## config.mk

```make
export PLATFORM = sky130hd
export DESIGN_NAME = stereo_txq
export DESIGN_NICKNAME = d
export VERILOG_FILES = /design/src/rtl/stereo_txq_pkg.sv /design/src/rtl/stereo_txq_pack.sv /design/src/rtl/stereo_txq_ring.sv /design/src/rtl/stereo_txq_gate.sv /design/src/rtl/stereo_txq_req.sv /design/src/rtl/stereo_txq.sv
export SDC_FILE = /design/constraint.sdc
export NUM_CORES = 1
export LEC_CHECK = 0
export BUFFER_PORTS_ARGS = -buffer_cell sky130_fd_sc_hd__buf_2
export CAP_MARGIN = 5
export CORE_MARGIN = 2
export CORE_UTILIZATION = 51
export CTS_CLUSTER_SIZE = 10
export DETAILED_ROUTE_END_ITERATION = 6
export GPL_TIMING_DRIVEN = 0
export PLACE_DENSITY = 0.76
export SLEW_MARGIN = 20
export SYNTH_ARGS = -nofsm -noshare
export SYNTH_HDL_FRONTEND = slang
export SYNTH_SLANG_ARGS = --single-unit
```

## constraint.sdc

```tcl
create_clock -name clk -period 2.43 [get_ports clk]
set_input_delay 0.243 -clock clk [delete_from_list [all_inputs] [get_ports clk]]
set_output_delay 0.243 -clock clk [all_outputs]
set_load 0.05 [all_outputs]
```

## src/rtl/stereo_txq_pkg.sv

```systemverilog
package stereo_txq_pkg;
  localparam int SAMPLE_W = 16;
  localparam int SLOTS    = 4;

  typedef enum logic [1:0] {
    SZ_BYTE = 2'd0,
    SZ_HALF = 2'd1,
    SZ_WORD = 2'd2,
    SZ_RSVD = 2'd3
  } wr_size_e;

  typedef enum logic {
    PH_FILL = 1'b0,
    PH_PLAY = 1'b1
  } phase_e;
endpackage

```

## src/rtl/stereo_txq_pack.sv

```systemverilog
module stereo_txq_pack
  import stereo_txq_pkg::*;
#(
  parameter int SW = SAMPLE_W,
  localparam int PW = 2 * SW
) (
  input  logic          clk,
  input  logic          rst_n,
  input  logic          wr_en,
  input  logic          wr_hi,
  input  logic [1:0]    wr_size,
  input  logic [PW-1:0] wr_data,
  output logic          push,
  output logic [PW-1:0] push_pair
);
  logic [SW-1:0] left_q, right_q;
  logic          left_v, right_v;
  logic          word_wr, half_l, half_r;

  assign word_wr = wr_en && (wr_size == SZ_WORD) && !wr_hi;
  assign half_l  = wr_en && (wr_size == SZ_HALF) && !wr_hi;
  assign half_r  = wr_en && (wr_size == SZ_HALF) &&  wr_hi;

  always_comb begin
    push      = word_wr || (half_l && right_v) || (half_r && left_v);
    if (word_wr)     push_pair = wr_data;
    else if (half_l) push_pair = {right_q, wr_data[SW-1:0]};
    else             push_pair = {wr_data[SW-1:0], left_q};
  end

  always_ff @(posedge clk or negedge rst_n) begin
    if (!rst_n) begin
      left_q  <= '0;
      right_q <= '0;
      left_v  <= 1'b0;
      right_v <= 1'b0;
    end else if (half_l) begin
      if (right_v) begin
        right_v <= 1'b0;
        left_v  <= 1'b0;
      end else begin
        left_q <= wr_data[SW-1:0];
        left_v <= 1'b1;
      end
    end else if (half_r) begin
      if (left_v) begin
        right_v <= 1'b0;
        left_v  <= 1'b0;
      end else begin
        right_q <= wr_data[SW-1:0];
        right_v <= 1'b1;
      end
    end
  end
endmodule

```

## src/rtl/stereo_txq_ring.sv

```systemverilog
module stereo_txq_ring
  import stereo_txq_pkg::*;
#(
  parameter int DEPTH = SLOTS,
  parameter int PW    = 2 * SAMPLE_W,
  localparam int AW   = (DEPTH > 1) ? $clog2(DEPTH) : 1,
  localparam int CW   = $clog2(DEPTH + 1)
) (
  input  logic          clk,
  input  logic          rst_n,
  input  logic          push,
  input  logic [PW-1:0] push_pair,
  input  logic          pop,
  output logic [PW-1:0] head,
  output logic [CW-1:0] count,
  output logic          overflow
);
  logic [PW-1:0] slot_q [DEPTH];
  logic [AW-1:0] wp, rp;
  logic          full, do_push, do_pop;

  assign full    = (count == CW'(DEPTH));
  assign do_push = push && !full;
  assign do_pop  = pop && (count != '0);
  assign head    = slot_q[rp];

  function automatic logic [AW-1:0] step(input logic [AW-1:0] p);
    return (p == AW'(DEPTH - 1)) ? '0 : p + 1'b1;
  endfunction

  always_ff @(posedge clk) begin
    if (do_push) slot_q[wp] <= push_pair;
  end

  always_ff @(posedge clk or negedge rst_n) begin
    if (!rst_n) begin
      wp       <= '0;
      rp       <= '0;
      count    <= '0;
      overflow <= 1'b0;
    end else begin
      if (do_push) wp <= step(wp);
      if (do_pop)  rp <= step(rp);
      if (do_push && !do_pop)      count <= count + 1'b1;
      else if (do_pop && !do_push) count <= count - 1'b1;
      if (push && full) overflow <= 1'b1;
    end
  end
endmodule

```

## src/rtl/stereo_txq_gate.sv

```systemverilog
module stereo_txq_gate
  import stereo_txq_pkg::*;
#(
  parameter int DEPTH = SLOTS,
  localparam int CW   = $clog2(DEPTH + 1)
) (
  input  logic          clk,
  input  logic          rst_n,
  input  logic          run,
  input  logic [CW-1:0] count,
  output logic          playing
);
  phase_e ph_q, ph_d;

  always_comb begin
    ph_d = ph_q;
    if (!run)                                         ph_d = PH_FILL;
    else if (ph_q == PH_FILL && count == CW'(DEPTH))  ph_d = PH_PLAY;
    else if (ph_q == PH_PLAY && count == '0)          ph_d = PH_FILL;
  end

  always_ff @(posedge clk or negedge rst_n) begin
    if (!rst_n) ph_q <= PH_FILL;
    else        ph_q <= ph_d;
  end

  assign playing = (ph_q == PH_PLAY);
endmodule

```

## src/rtl/stereo_txq_req.sv

```systemverilog
module stereo_txq_req
  import stereo_txq_pkg::*;
#(
  parameter int DEPTH = SLOTS,
  localparam int CW   = $clog2(DEPTH + 1)
) (
  input  logic [CW-1:0] count,
  input  logic          ie_whole,
  input  logic          ie_half,
  input  logic          ie_one,
  output logic          lvl_one,
  output logic          irq
);
  logic [CW-1:0] free_n;
  logic          lvl_whole, lvl_half;

  assign free_n    = CW'(DEPTH) - count;
  assign lvl_whole = (count == '0);
  assign lvl_half  = (free_n >= CW'((DEPTH + 1) / 2));
  assign lvl_one   = (free_n != '0);
  assign irq       = (ie_whole && lvl_whole) || (ie_half && lvl_half) || (ie_one && lvl_one);
endmodule

```

## src/rtl/stereo_txq.sv

```systemverilog
module stereo_txq
  import stereo_txq_pkg::*;
#(
  parameter int DEPTH = SLOTS,
  parameter int SW    = SAMPLE_W,
  localparam int PW   = 2 * SW,
  localparam int CW   = $clog2(DEPTH + 1)
) (
  input  logic          clk,
  input  logic          rst_n,
  input  logic          run,
  input  logic          wr_en,
  input  logic          wr_hi,
  input  logic [1:0]    wr_size,
  input  logic [PW-1:0] wr_data,
  output logic [PW-1:0] rd_data,
  output logic          out_valid,
  input  logic          out_ready,
  output logic [SW-1:0] out_left,
  output logic [SW-1:0] out_right,
  input  logic          ie_whole,
  input  logic          ie_half,
  input  logic          ie_one,
  output logic          irq,
  output logic          dma_req0,
  output logic          dma_req1,
  output logic          overflow
);
  logic          push, playing, lvl_one;
  logic [PW-1:0] push_pair, head;
  logic [CW-1:0] count;

  stereo_txq_pack #(.SW(SW)) u_pack (
    .clk, .rst_n, .wr_en, .wr_hi, .wr_size, .wr_data,
    .push, .push_pair
  );

  stereo_txq_ring #(.DEPTH(DEPTH), .PW(PW)) u_ring (
    .clk, .rst_n, .push, .push_pair,
    .pop(out_valid && out_ready),
    .head, .count, .overflow
  );

  stereo_txq_gate #(.DEPTH(DEPTH)) u_gate (
    .clk, .rst_n, .run, .count, .playing
  );

  stereo_txq_req #(.DEPTH(DEPTH)) u_req (
    .count, .ie_whole, .ie_half, .ie_one, .lvl_one, .irq
  );

  assign out_valid = run && playing && (count != '0);
  assign out_left  = head[SW-1:0];
  assign out_right = head[PW-1:SW];
  assign dma_req0  = lvl_one;
  assign dma_req1  = lvl_one;
  assign rd_data   = '0;
endmodule

```

==> run metrics, run 1 <==
outcome=finished, final reports clean; syn avg cell area=18.0 um^2; simple-gate share of the synthesized area=0.0307; Die Height=124 um; initial core utilization=0.525; filler instances=1056; number of global-route vias before repair=3999; area share of the largest cell type after synthesis=0.523; WP data arrival=2.41 ns; Relative slew margins=0.346; Worst Setup Slack, final=0.0619 ns; Adder-Cell Fraction of Synth Area=0.0215; Area growth, synth to finish=19.4%; Synth area leader=edfxtp_1; I/O pins=112; worst r2r path cells=6; max cap viols=0; Cells after DPL=699; HP Class=in -> reg; WP data required=2.47 ns; most common cell in the netlist=edfxtp_1; count of input and output buffers=79; skew final=0.00970 ns; Longest Clk Path Bufs=2; Max Slew Vio Count=0; Non-Filler Instances=737; Nets=597; LEAKAGE=3.37 nW; Synth Flop Type=edfxtp_1; f_max=422 MHz; Synth Area in XOR/XNOR=0.00477; global-route wire length before repair=21600 um; grt total ovfl=0; startpoint types=flip-flop; largest net degree at the start of global routing=44; RSZ-0062 raised after global routing=yes; top layer in use=met5; Placed Area=0.00809 mm^2; met1 wire length=5630 um; Total GRT Usage=0.201; CTS Sinks=171; endpoints failing hold=0; initial antenna violation count=1; DR vias/cell=5.37; worst-path fanout max=32; fraction of registers with async set/reset=0.251; Vias=3959; Cell Pwr Density=1120 mW/mm^2; drt pass-1 iters=5; final setup violation count=0; root buf cell=clkbuf_16; multiplexer share of the synthesized area=0.203; Final ANT Viol Nets=0; Synth Area in Compound Gates=0.0198; TritonCTS buffer count=17; die area=0.0154 mm^2; pre-CTS setup slack=-0.270 ns; met3 WL=938 um; Synth Instances=409; Final Cell Area=0.00877 mm^2; commonest cells in the netlist=128 x edfxtp_1, 43 x dfrtp_1, 42 x mux2_2; drt wl/cell=19.6 um; worst vdd ir=0.629 mV; R2R Setup Slk=0.06 ns; Die X-Extent=124 um; Routed WL=14400 um; Worst-Skew Late Latency=0.42 ns; Distinct cells, synth=35; Initial DRC Count=291; main combinational cell family by area after synthesis=multiplexers; Seq/Total Area, Yosys=0.670; EDFF count, synth=128; synth warn=0; top cells by area, synth=edfxtp_1 52%, dfrtp_1 15%, mux4_2 9.8%; Setup crit end=u_ring.slot_q[0][29]$_DFFE_PP_; CTS clk-pin slew, worst paths=0.06 ns; CP Launch Point=u_ring.count[0]$_DFFE_PN0P_; Routability Congestion=0.737; DRC viols=0; Tightest Pin Transition=0.968 ns; Post-Syn Area=0.00734 mm^2; DP HPWL=9410 um; H-Tree Depth=4; Final Cycle Share=0.975; Rows=43; kind of critical path=reg -> reg; Worst setup EP type=flip-flop; layout cell share with drive strength beyond 1=0.443; core area=0.0140 mm^2; Worst R2R Start=u_ring.count[0]$_DFFE_PN0P_; CTS tree=yes; minimum clock period=2.37 ns; met2 wire len=7680 um; reg2reg end=u_ring.slot_q[0][29]$_DFFE_PP_; synthesized flop and latch total=171
[final cells by class]
class	count	area, um^2	share of cell area
sequential	171	4920	0.561
buffer	49	344	0.0392
multi-input combinational	210	2190	0.250
inverter	9	33.8	0.00385
clock buffer	25	517	0.0589
clock inverter	7	87.6	0.00999
antenna	2	5.00	0.000571
timing repair buffer	84	442	0.0504
tap	180	225	0.0257
[timing repair]
item,in CTS,in global routing
endpoints found under the hold margin,0,43
pin swaps,1,0
setup buffers,3,1
hold buffers,0,1
resized for setup,7,8
setup endpoints to repair,159,106
[worst max-delay path, stage by stage, from the launching register on]
cell and delay, ns:
dfrtp_1 0.35, inv_1 0.08, ha_2 0.19, ha_2 0.20, a311oi_4 0.22, buf_6 0.16, and2_2 0.77
[routing by layer]
layer,vias up,GRT usage
met4,2,0.0822
li1,1780,-
met1,2014,0.239
met5,-,0
met2,142,0.350
met3,21,0.0504
[per-stage QoR]
stage          setup TNS [ns]  power [mW]  hold slack, ns  utilization
2_1_floorplan         -0.0553        6.44         -0.0526            -
3_3_place_gp           -29.59        7.07           0.446        0.578
3_5_place_dp           -32.96        7.18           0.459        0.578
4_1_cts                 -3.42        9.93         0.00208        0.624
5_1_grt                 -2.90        10.3          0.0564        0.627
6_report                    0        9.86          0.0507        0.627
[registers in the layout, summed over array words and instances (netlist names)]
name             cells
u_ring.slot_q      128
u_pack.right_q      16
u_ring.count         3
u_pack.left_v        1
u_ring.wp            2
u_pack.left_q       16
u_ring.overflow      1
u_ring.rp            2
u_gate.playing       1
u_pack.right_v       1
[placed cells by master, fill, tap and decap left out, types with 17 or more instances in the layout]
cell type / Yosys / routed
clkbuf_16: 0 / 18
conb_1: 1 / 32
nand2_1: 19 / 18
mux4_2: 32 / 32
mux2_2: 42 / 42
buf_4: 36 / 42
mux2i_1: 17 / 17
dfrtp_1: 43 / 42
buf_2: 5 / 80
edfxtp_1: 128 / 128
[worst min-delay path by stage]
stage / cells past startpoint / startpoint / to
2_1_floorplan: 0 / rst_n / u_gate.playing$_DFFE_PN0P_
3_3_place_gp: 1 / rst_n / u_ring.overflow$_DFFE_PN0P_
3_5_place_dp: 1 / rst_n / u_ring.overflow$_DFFE_PN0P_
4_1_cts: 1 / rst_n / u_ring.overflow$_DFFE_PN0P_
5_1_grt: 2 / run / u_gate.playing$_DFFE_PN0P_
6_report: 2 / run / u_gate.playing$_DFFE_PN0P_
[cells by family after synthesis]
kind of cell             count (synthesis)
AO/OA/AOI/OAI                           22
XOR/XNOR                                 4
adder cells (fa/ha/maj)                 12
buffers and inverters                   59
flip-flops                             171
multiplexers                           102
other                                    1
AND/OR/NAND/NOR                         38
[report_power, final]
part	switching, mW	internal [mW]
registers	0.191	3.59
clock network	1.03	1.68
logic	2.20	1.17
total	3.42	6.44
(Power assumes the default switching activity.)
==> run 2: changes to the inputs <==
--- a/config.mk
+++ b/config.mk
@@ -12,7 +12,7 @@
 export CTS_CLUSTER_SIZE = 10
 export DETAILED_ROUTE_END_ITERATION = 6
 export GPL_TIMING_DRIVEN = 0
-export PLACE_DENSITY = 0.76
+export PLACE_DENSITY = 0.73
 export SLEW_MARGIN = 20
 export SYNTH_ARGS = -nofsm -noshare
 export SYNTH_HDL_FRONTEND = slang
==> run 2 against run 1 <==
  * Power is essentially flat
  * Register-to-register slack improved by 0.02 ns
  * Utilization up 0.12 points
  * Flip-flop and latch count unchanged
  * Global-route usage down 0.23 points
  * First-iteration DRC count fell by 20%
  * Combinational power grew 2%
  * Worst hold slack worse by 0.011 ns
  * Clock-buffer cell count decreased by 8
  * Final area rose by 0.19%
  * Clock skew shrank 0.0060 ns
  * Critical path type is now reg -> out
  * Critical endpoint is now out_left[9]
==> run metrics, run 2 (same netlist as run 1, synthesis figures left out) <==
Tightest Pin Transition=0.980 ns (+0.0119 ns); skew final=0.00370 ns (-0.00599 ns); RSZ-0062 raised after global routing=yes; core area=0.0140 mm^2 (unchanged); reg2reg end=u_ring.slot_q[0][14]$_DFFE_PP_; Largest Register=u_ring.slot_q; WP data required=2.19 ns (-0.28 ns); Cell Pwr Density=1120 mW/mm^2 (-0.23%); drt pass-1 iters=4 (-1); critical path depth in cells=4 (-2); Initial DRC Count=232 (-20%); Rows=43 (unchanged); WHS=0.0398 ns (-0.0109 ns); Worst Path Buf+Inv=3 (+1); Non-Filler Instances=738 (+0.14%); initial core utilization=0.525 (unchanged); Placed Area=0.00809 mm^2 (unchanged); root buf cell=clkbuf_16; DRC viols=0 (unchanged); Routability Congestion=0.752 (+2.0%); HP Class=in -> reg; final setup violation count=0 (unchanged); Relative slew margins=0.338 (-0.00806); worst vdd ir=0.757 mV (+20%); DP HPWL=9280 um (-1.4%); Cells after DPL=699 (unchanged); CTS tree=yes; Vias=3906 (-1.3%); Worst R2R Start=u_ring.count[0]$_DFFE_PN0P_; Final ANT Viol Nets=0 (unchanged); commonest non-fill, non-tap cells in the layout=128 x edfxtp_1, 80 x buf_2, 43 x dfrtp_1, 42 x buf_4, 42 x mux2_2; CTS clk-pin slew, worst paths=0.06 ns (about the same); Routed WL=14100 um (-2.1%); Final Cell Area=0.00879 mm^2 (+0.19%); delay-heaviest family, CP=buffers and inverters; Critical Path Max Stage Delay=0.38 ns (-0.39 ns); grt total ovfl=0 (unchanged); n_diodes=0 (-2); final core utilization=0.628 (+0.00116); max reg flops=128 (unchanged); Total GRT Usage=0.198 (-0.00233); CP max-delay cell=mux4_2; I/O pins=112 (unchanged); minimum clock period=2.35 ns (-0.0203 ns); CTS Sinks=171 (unchanged); endpoints failing hold=0 (unchanged); R2R Setup Slk=0.08 ns (+0.02 ns); Setup crit end=out_left[9]; DR vias/cell=5.29 (-1.5%); startpoint types=flip-flop; Die Height=124 um (unchanged); Area growth, synth to finish=19.6%; count of input and output buffers=79 (unchanged); outcome=finished, final reports clean; layout cell share with drive strength beyond 1=0.444 (+0.00120); LEAKAGE=3.36 nW (-0.32%); worst-path fanout max=10 (-69%); Max Slew Vio Count=0 (unchanged); kind of critical path=reg -> out; global-route wire length before repair=21400 um (-0.67%); Longest Clk Path Bufs=2 (unchanged); commonest non-fill, non-tap cell in the layout=edfxtp_1; CP Launch Point=u_ring.rp[1]$_DFFE_PN0P_; critical-path cell list=clkbuf_1 -> clkbuf_2 -> mux4_2 -> buf_2; number of global-route vias before repair=3936 (-1.6%); largest net degree at the start of global routing=44 (unchanged); max cap viols=0 (unchanged); worst r2r path cells=5 (-1); Worst-Skew Late Latency=0.43 ns (about the same); H-Tree Depth=4 (unchanged); Worst setup EP type=output port; biggest regs=u_ring.slot_q x128, u_pack.left_q x16, u_pack.right_q x16; Final Cycle Share=0.966 (-0.00834); initial antenna violation count=1 (unchanged); WP data arrival=2.10 ns (-0.31 ns); TritonCTS buffer count=17 (unchanged); Die X-Extent=124 um (unchanged); drt wl/cell=19.2 um (-2.2%); f_max=426 MHz (+0.86%); die area=0.0154 mm^2 (unchanged); Nets=600 (+0.50%)
run 2: power breakdown:
group	internal (mW)	leakage, nW	switching, mW
sequential	3.59	1.68	0.164
clock	1.59	0.278	1.07
combinational	1.22	1.40	2.23
total	6.39	3.36	3.46
run 2: area by class of cell:
type / instances / area (um^2)
timing repair buffer: 85 / 445
multi-input combinational: 211 / 2220
clock buffer: 17 / 425
tap: 180 / 225
sequential: 171 / 4920
fill: 1028 / 5200
clock inverter: 15 / 155
buffer: 50 / 360
inverter: 9 / 33.8
run 2: through the flow:
stage	setup TNS, ns	total power, mW	worst slack (ns)
6_report	0	9.86	0.0822
5_1_grt	-1.79	10.3	-0.0393
4_1_cts	0	9.92	0.00732
3_3_place_gp	-28.67	7.08	-0.234
2_1_floorplan	-0.0553	6.44	-0.0553
3_5_place_dp	-35.62	7.16	-0.289
run 2: per-layer routing:
layer  part of all wire  global-route usage  up-vias
met5            0.00050                   0        -
met4              0.017              0.0751        2
met3              0.060              0.0513       18
met2               0.51               0.324      117
met1               0.42               0.258     1980
li1                   -                   -     1789
run 2: what timing repair did:
| action | in CTS | in global routing |
|---|---|---|
| endpoints found under the setup margin | 159 | 77 |
| pin swaps | 5 | 3 |
| gates cloned | 1 | 0 |
| hold buffers | 0 | 1 |
| gates resized for setup | 17 | 5 |
| setup buffers | 5 | 0 |
| endpoints found under the hold margin | 0 | 43 |
run 2: worst min-delay path by stage:
stage	endpoint	slack, ns	from	cells past startpoint
final	u_gate.playing$_DFFE_PN0P_	0.04	run	2
after floorplan	u_gate.playing$_DFFE_PN0P_	-0.05	rst_n	0
after global placement	u_ring.overflow$_DFFE_PN0P_	0.46	u_ring.overflow$_DFFE_PN0P_	1
after detailed placement	u_ring.overflow$_DFFE_PN0P_	0.45	u_ring.overflow$_DFFE_PN0P_	1
after global routing	u_gate.playing$_DFFE_PN0P_	0.04	run	2
after CTS	u_pack.left_q[5]$_DFFE_PN0P_	0.02	rst_n	1
==> run 3: changes to the inputs <==
--- a/config.mk
+++ b/config.mk
@@ -12,7 +12,7 @@
 export CTS_CLUSTER_SIZE = 10
 export DETAILED_ROUTE_END_ITERATION = 6
 export GPL_TIMING_DRIVEN = 0
-export PLACE_DENSITY = 0.73
+export PLACE_DENSITY = 0.8
 export SLEW_MARGIN = 20
 export SYNTH_ARGS = -nofsm -noshare
 export SYNTH_HDL_FRONTEND = slang
==> run 3 against run 2 <==
  * Sequential share of layout area rose by 0.13 points
  * Worst hold slack lost 0.0010 ns
  * Non-clock buffer count is 1 lower
  * Global-route usage is 0.32 points higher
  * Fmax decreased by 2.3%
  * Worst setup slack got worse by 0.054 ns
  * Critical path depth increased by 1
  * Final area is 0.20% lower
  * Routed wire length increased by 1.7%
  * Utilization fell by 0.13 points
  * Register-to-register slack worse by 0.05 ns
  * Largest cell class unchanged
==> run metrics, run 3 (same netlist as run 1, synthesis figures left out) <==
Die X-Extent=124 um (unchanged); Routed WL=14400 um (+1.7%); Final Cycle Share=0.988 (+0.0223); Overall Power=9.84 mW (-0.13%); Worst setup EP type=flip-flop; commonest non-fill, non-tap cell in the layout=edfxtp_1; Clock power frac=0.269 (about the same); largest net degree at the start of global routing=44 (unchanged); n_diodes=0 (unchanged); filler instances=1035 (+0.68%); max reg flops=128 (unchanged); Cell Pwr Density=1120 mW/mm^2 (about the same); layout cell share with drive strength beyond 1=0.455 (+0.0106); Max Slew Vio Count=0 (unchanged); WP data required=2.47 ns (+0.28 ns); Initial DRC Count=337 (+45%); WP data arrival=2.45 ns (+0.35 ns); endpoints failing hold=0 (unchanged); final setup violation count=0 (unchanged); NetSw=3.46 mW (-0.12%); DRC viols=0 (unchanged); TritonCTS buffer count=17 (unchanged); DR vias/cell=5.34 (+0.84%); Largest Register=u_ring.slot_q; Vias=3928 (+0.56%); Relative slew margins=0.358 (+0.0204); count of input and output buffers=79 (unchanged); LEAKAGE=3.36 nW (about the same); Multi-input gate area=0.00221 mm^2 (-0.34%); grt total ovfl=0 (unchanged); I/O pins=112 (unchanged); RSZ-0062 raised after global routing=yes; drt wl/cell=19.5 um (+2.0%); HP Class=in -> reg; CTS tree=yes; f_max=416 MHz (-2.3%); Register Area=0.00492 mm^2 (about the same); Routability Congestion=0.743 (-1.2%); initial antenna violation count=2 (+1); Tightest Pin Transition=0.950 ns (-0.0301 ns); startpoint types=flip-flop; global-route wire length before repair=22100 um (+3.0%); kind of critical path=reg -> reg; final core utilization=0.627 (-0.00125); drt pass-1 iters=4 (unchanged); Comb power frac=0.345 (-0.005); initial core utilization=0.525 (unchanged); number of global-route vias before repair=4082 (+3.7%); Die Height=124 um (unchanged); outcome=finished, final reports clean; worst vdd ir=0.687 mV (-9.2%); Int Pwr=6.39 mW (-0.14%); H-Tree Depth=4 (unchanged); worst-path fanout max=32 (+22); DP HPWL=9420 um (+1.5%); Longest Clk Path Bufs=2 (unchanged); minimum clock period=2.40 ns (+0.0541 ns); root buf cell=clkbuf_16; CTS Sinks=171 (unchanged); biggest regs=u_ring.slot_q x128, u_pack.left_q x16, u_pack.right_q x16; Flop pwr share=0.387 (+0.007); CTS clk-pin slew, worst paths=0.06 ns (about the same); Rows=43 (unchanged); Area growth, synth to finish=19.4%; die area=0.0154 mm^2 (unchanged); Final ANT Viol Nets=0 (unchanged); max cap viols=0 (unchanged); Worst-Skew Late Latency=0.42 ns (about the same); switch share=0.351 (about the same); Nets=598 (-0.33%); core area=0.0140 mm^2 (unchanged); Total GRT Usage=0.202 (+0.00319); skew final=0.00718 ns (+0.00347 ns); commonest non-fill, non-tap cells in the layout=128 x edfxtp_1, 80 x buf_2, 45 x buf_4, 42 x mux2_2, 42 x dfrtp_1
## run 3: changes by cell type in the layout (fill, tap and decap cells not counted), sizes merged
| cell | change |
|---|---|
| clkbuf | -1 |
| clkinv | +1 |
| and2 | -1 |
| inv | -1 |
## run 3: timing repair
item / CTS / global route
pin swaps: 2 / 4
gates resized for setup: 8 / 10
endpoints found under the setup margin: 159 / 106
hold buffers: 0 / 1
setup buffers: 4 / 2
hold endpoints to repair: 0 / 43
## run 3: worst max-delay path, stage by stage (launching register included)
cell	delay [ns]
dfrtp_1	0.37
inv_2	0.07
ha_4	0.17
ha_4	0.17
a311oi_4	0.38
and2_2	0.86
## run 3: final timing paths
kind                                                   from                       endpoint  slack, ns  cells after the start
worst min-delay path                                    run     u_gate.playing$_DFFE_PN0P_       0.04                      2
min in group asynchronous                             rst_n     u_gate.playing$_DFFE_PN0P_       0.35                      2
worst min register to register  u_ring.overflow$_DFFE_PN0P_    u_ring.overflow$_DFFE_PN0P_       0.47                      1
worst max register to register  u_ring.count[0]$_DFFE_PN0P_  u_ring.slot_q[3][7]$_DFFE_PP_       0.03                      5
worst max-delay path            u_ring.count[0]$_DFFE_PN0P_  u_ring.slot_q[3][7]$_DFFE_PP_       0.03                      5
max in group asynchronous                             rst_n       u_ring.rp[0]$_DFFE_PN0P_       1.65                      2
## run 3: power groups by stage
stage / sequential, mW / combinational (mW) / clock, mW
4_1_cts: 3.78 / 3.40 / 2.69
3_5_place_dp: 3.82 / 3.35 / 0
2_1_floorplan: 3.79 / 2.64 / 0
5_1_grt: 3.85 / 3.63 / 2.83
6_report: 3.81 / 3.39 / 2.64
3_3_place_gp: 3.79 / 3.28 / 0
## run 3: through the flow
step | cells | setup slack, ns | hold slack, ns | instance area, um^2 | setup TNS (ns)
after global routing | 736 | -0.0890 | 0.0396 | 8770 | -7.41
after detailed placement | 699 | -0.267 | 0.461 | 8090 | -32.69
after floorplan | 440 | -0.0553 | -0.0526 | 7470 | -0.0553
after global placement | 699 | -0.226 | 0.450 | 8090 | -27.89
final | 736 | 0.0281 | 0.0388 | 8770 | 0
after CTS | 734 | -0.0695 | 0.00575 | 8710 | -5.96
## run 3: cell type report
class | count | area share
Multi-Input combinational cell | 210 | 0.252
Sequential cell | 171 | 0.561
Clock inverter | 15 | 0.0178
Inverter | 9 | 0.00385
Timing Repair Buffer | 86 | 0.0517
Buffer | 48 | 0.0388
Clock buffer | 17 | 0.0485
Tap cell | 180 | 0.0257
## run 3: layer usage
| layer | GRT usage | vias to the layer above | wire length [um] |
|---|---|---|---|
| met5 | 0 | - | 11 |
| met4 | 0.0843 | 2 | 284 |
| met3 | 0.0559 | 19 | 1000 |
| met2 | 0.323 | 133 | 7280 |
| met1 | 0.262 | 2001 | 5810 |
| li1 | - | 1773 | - |
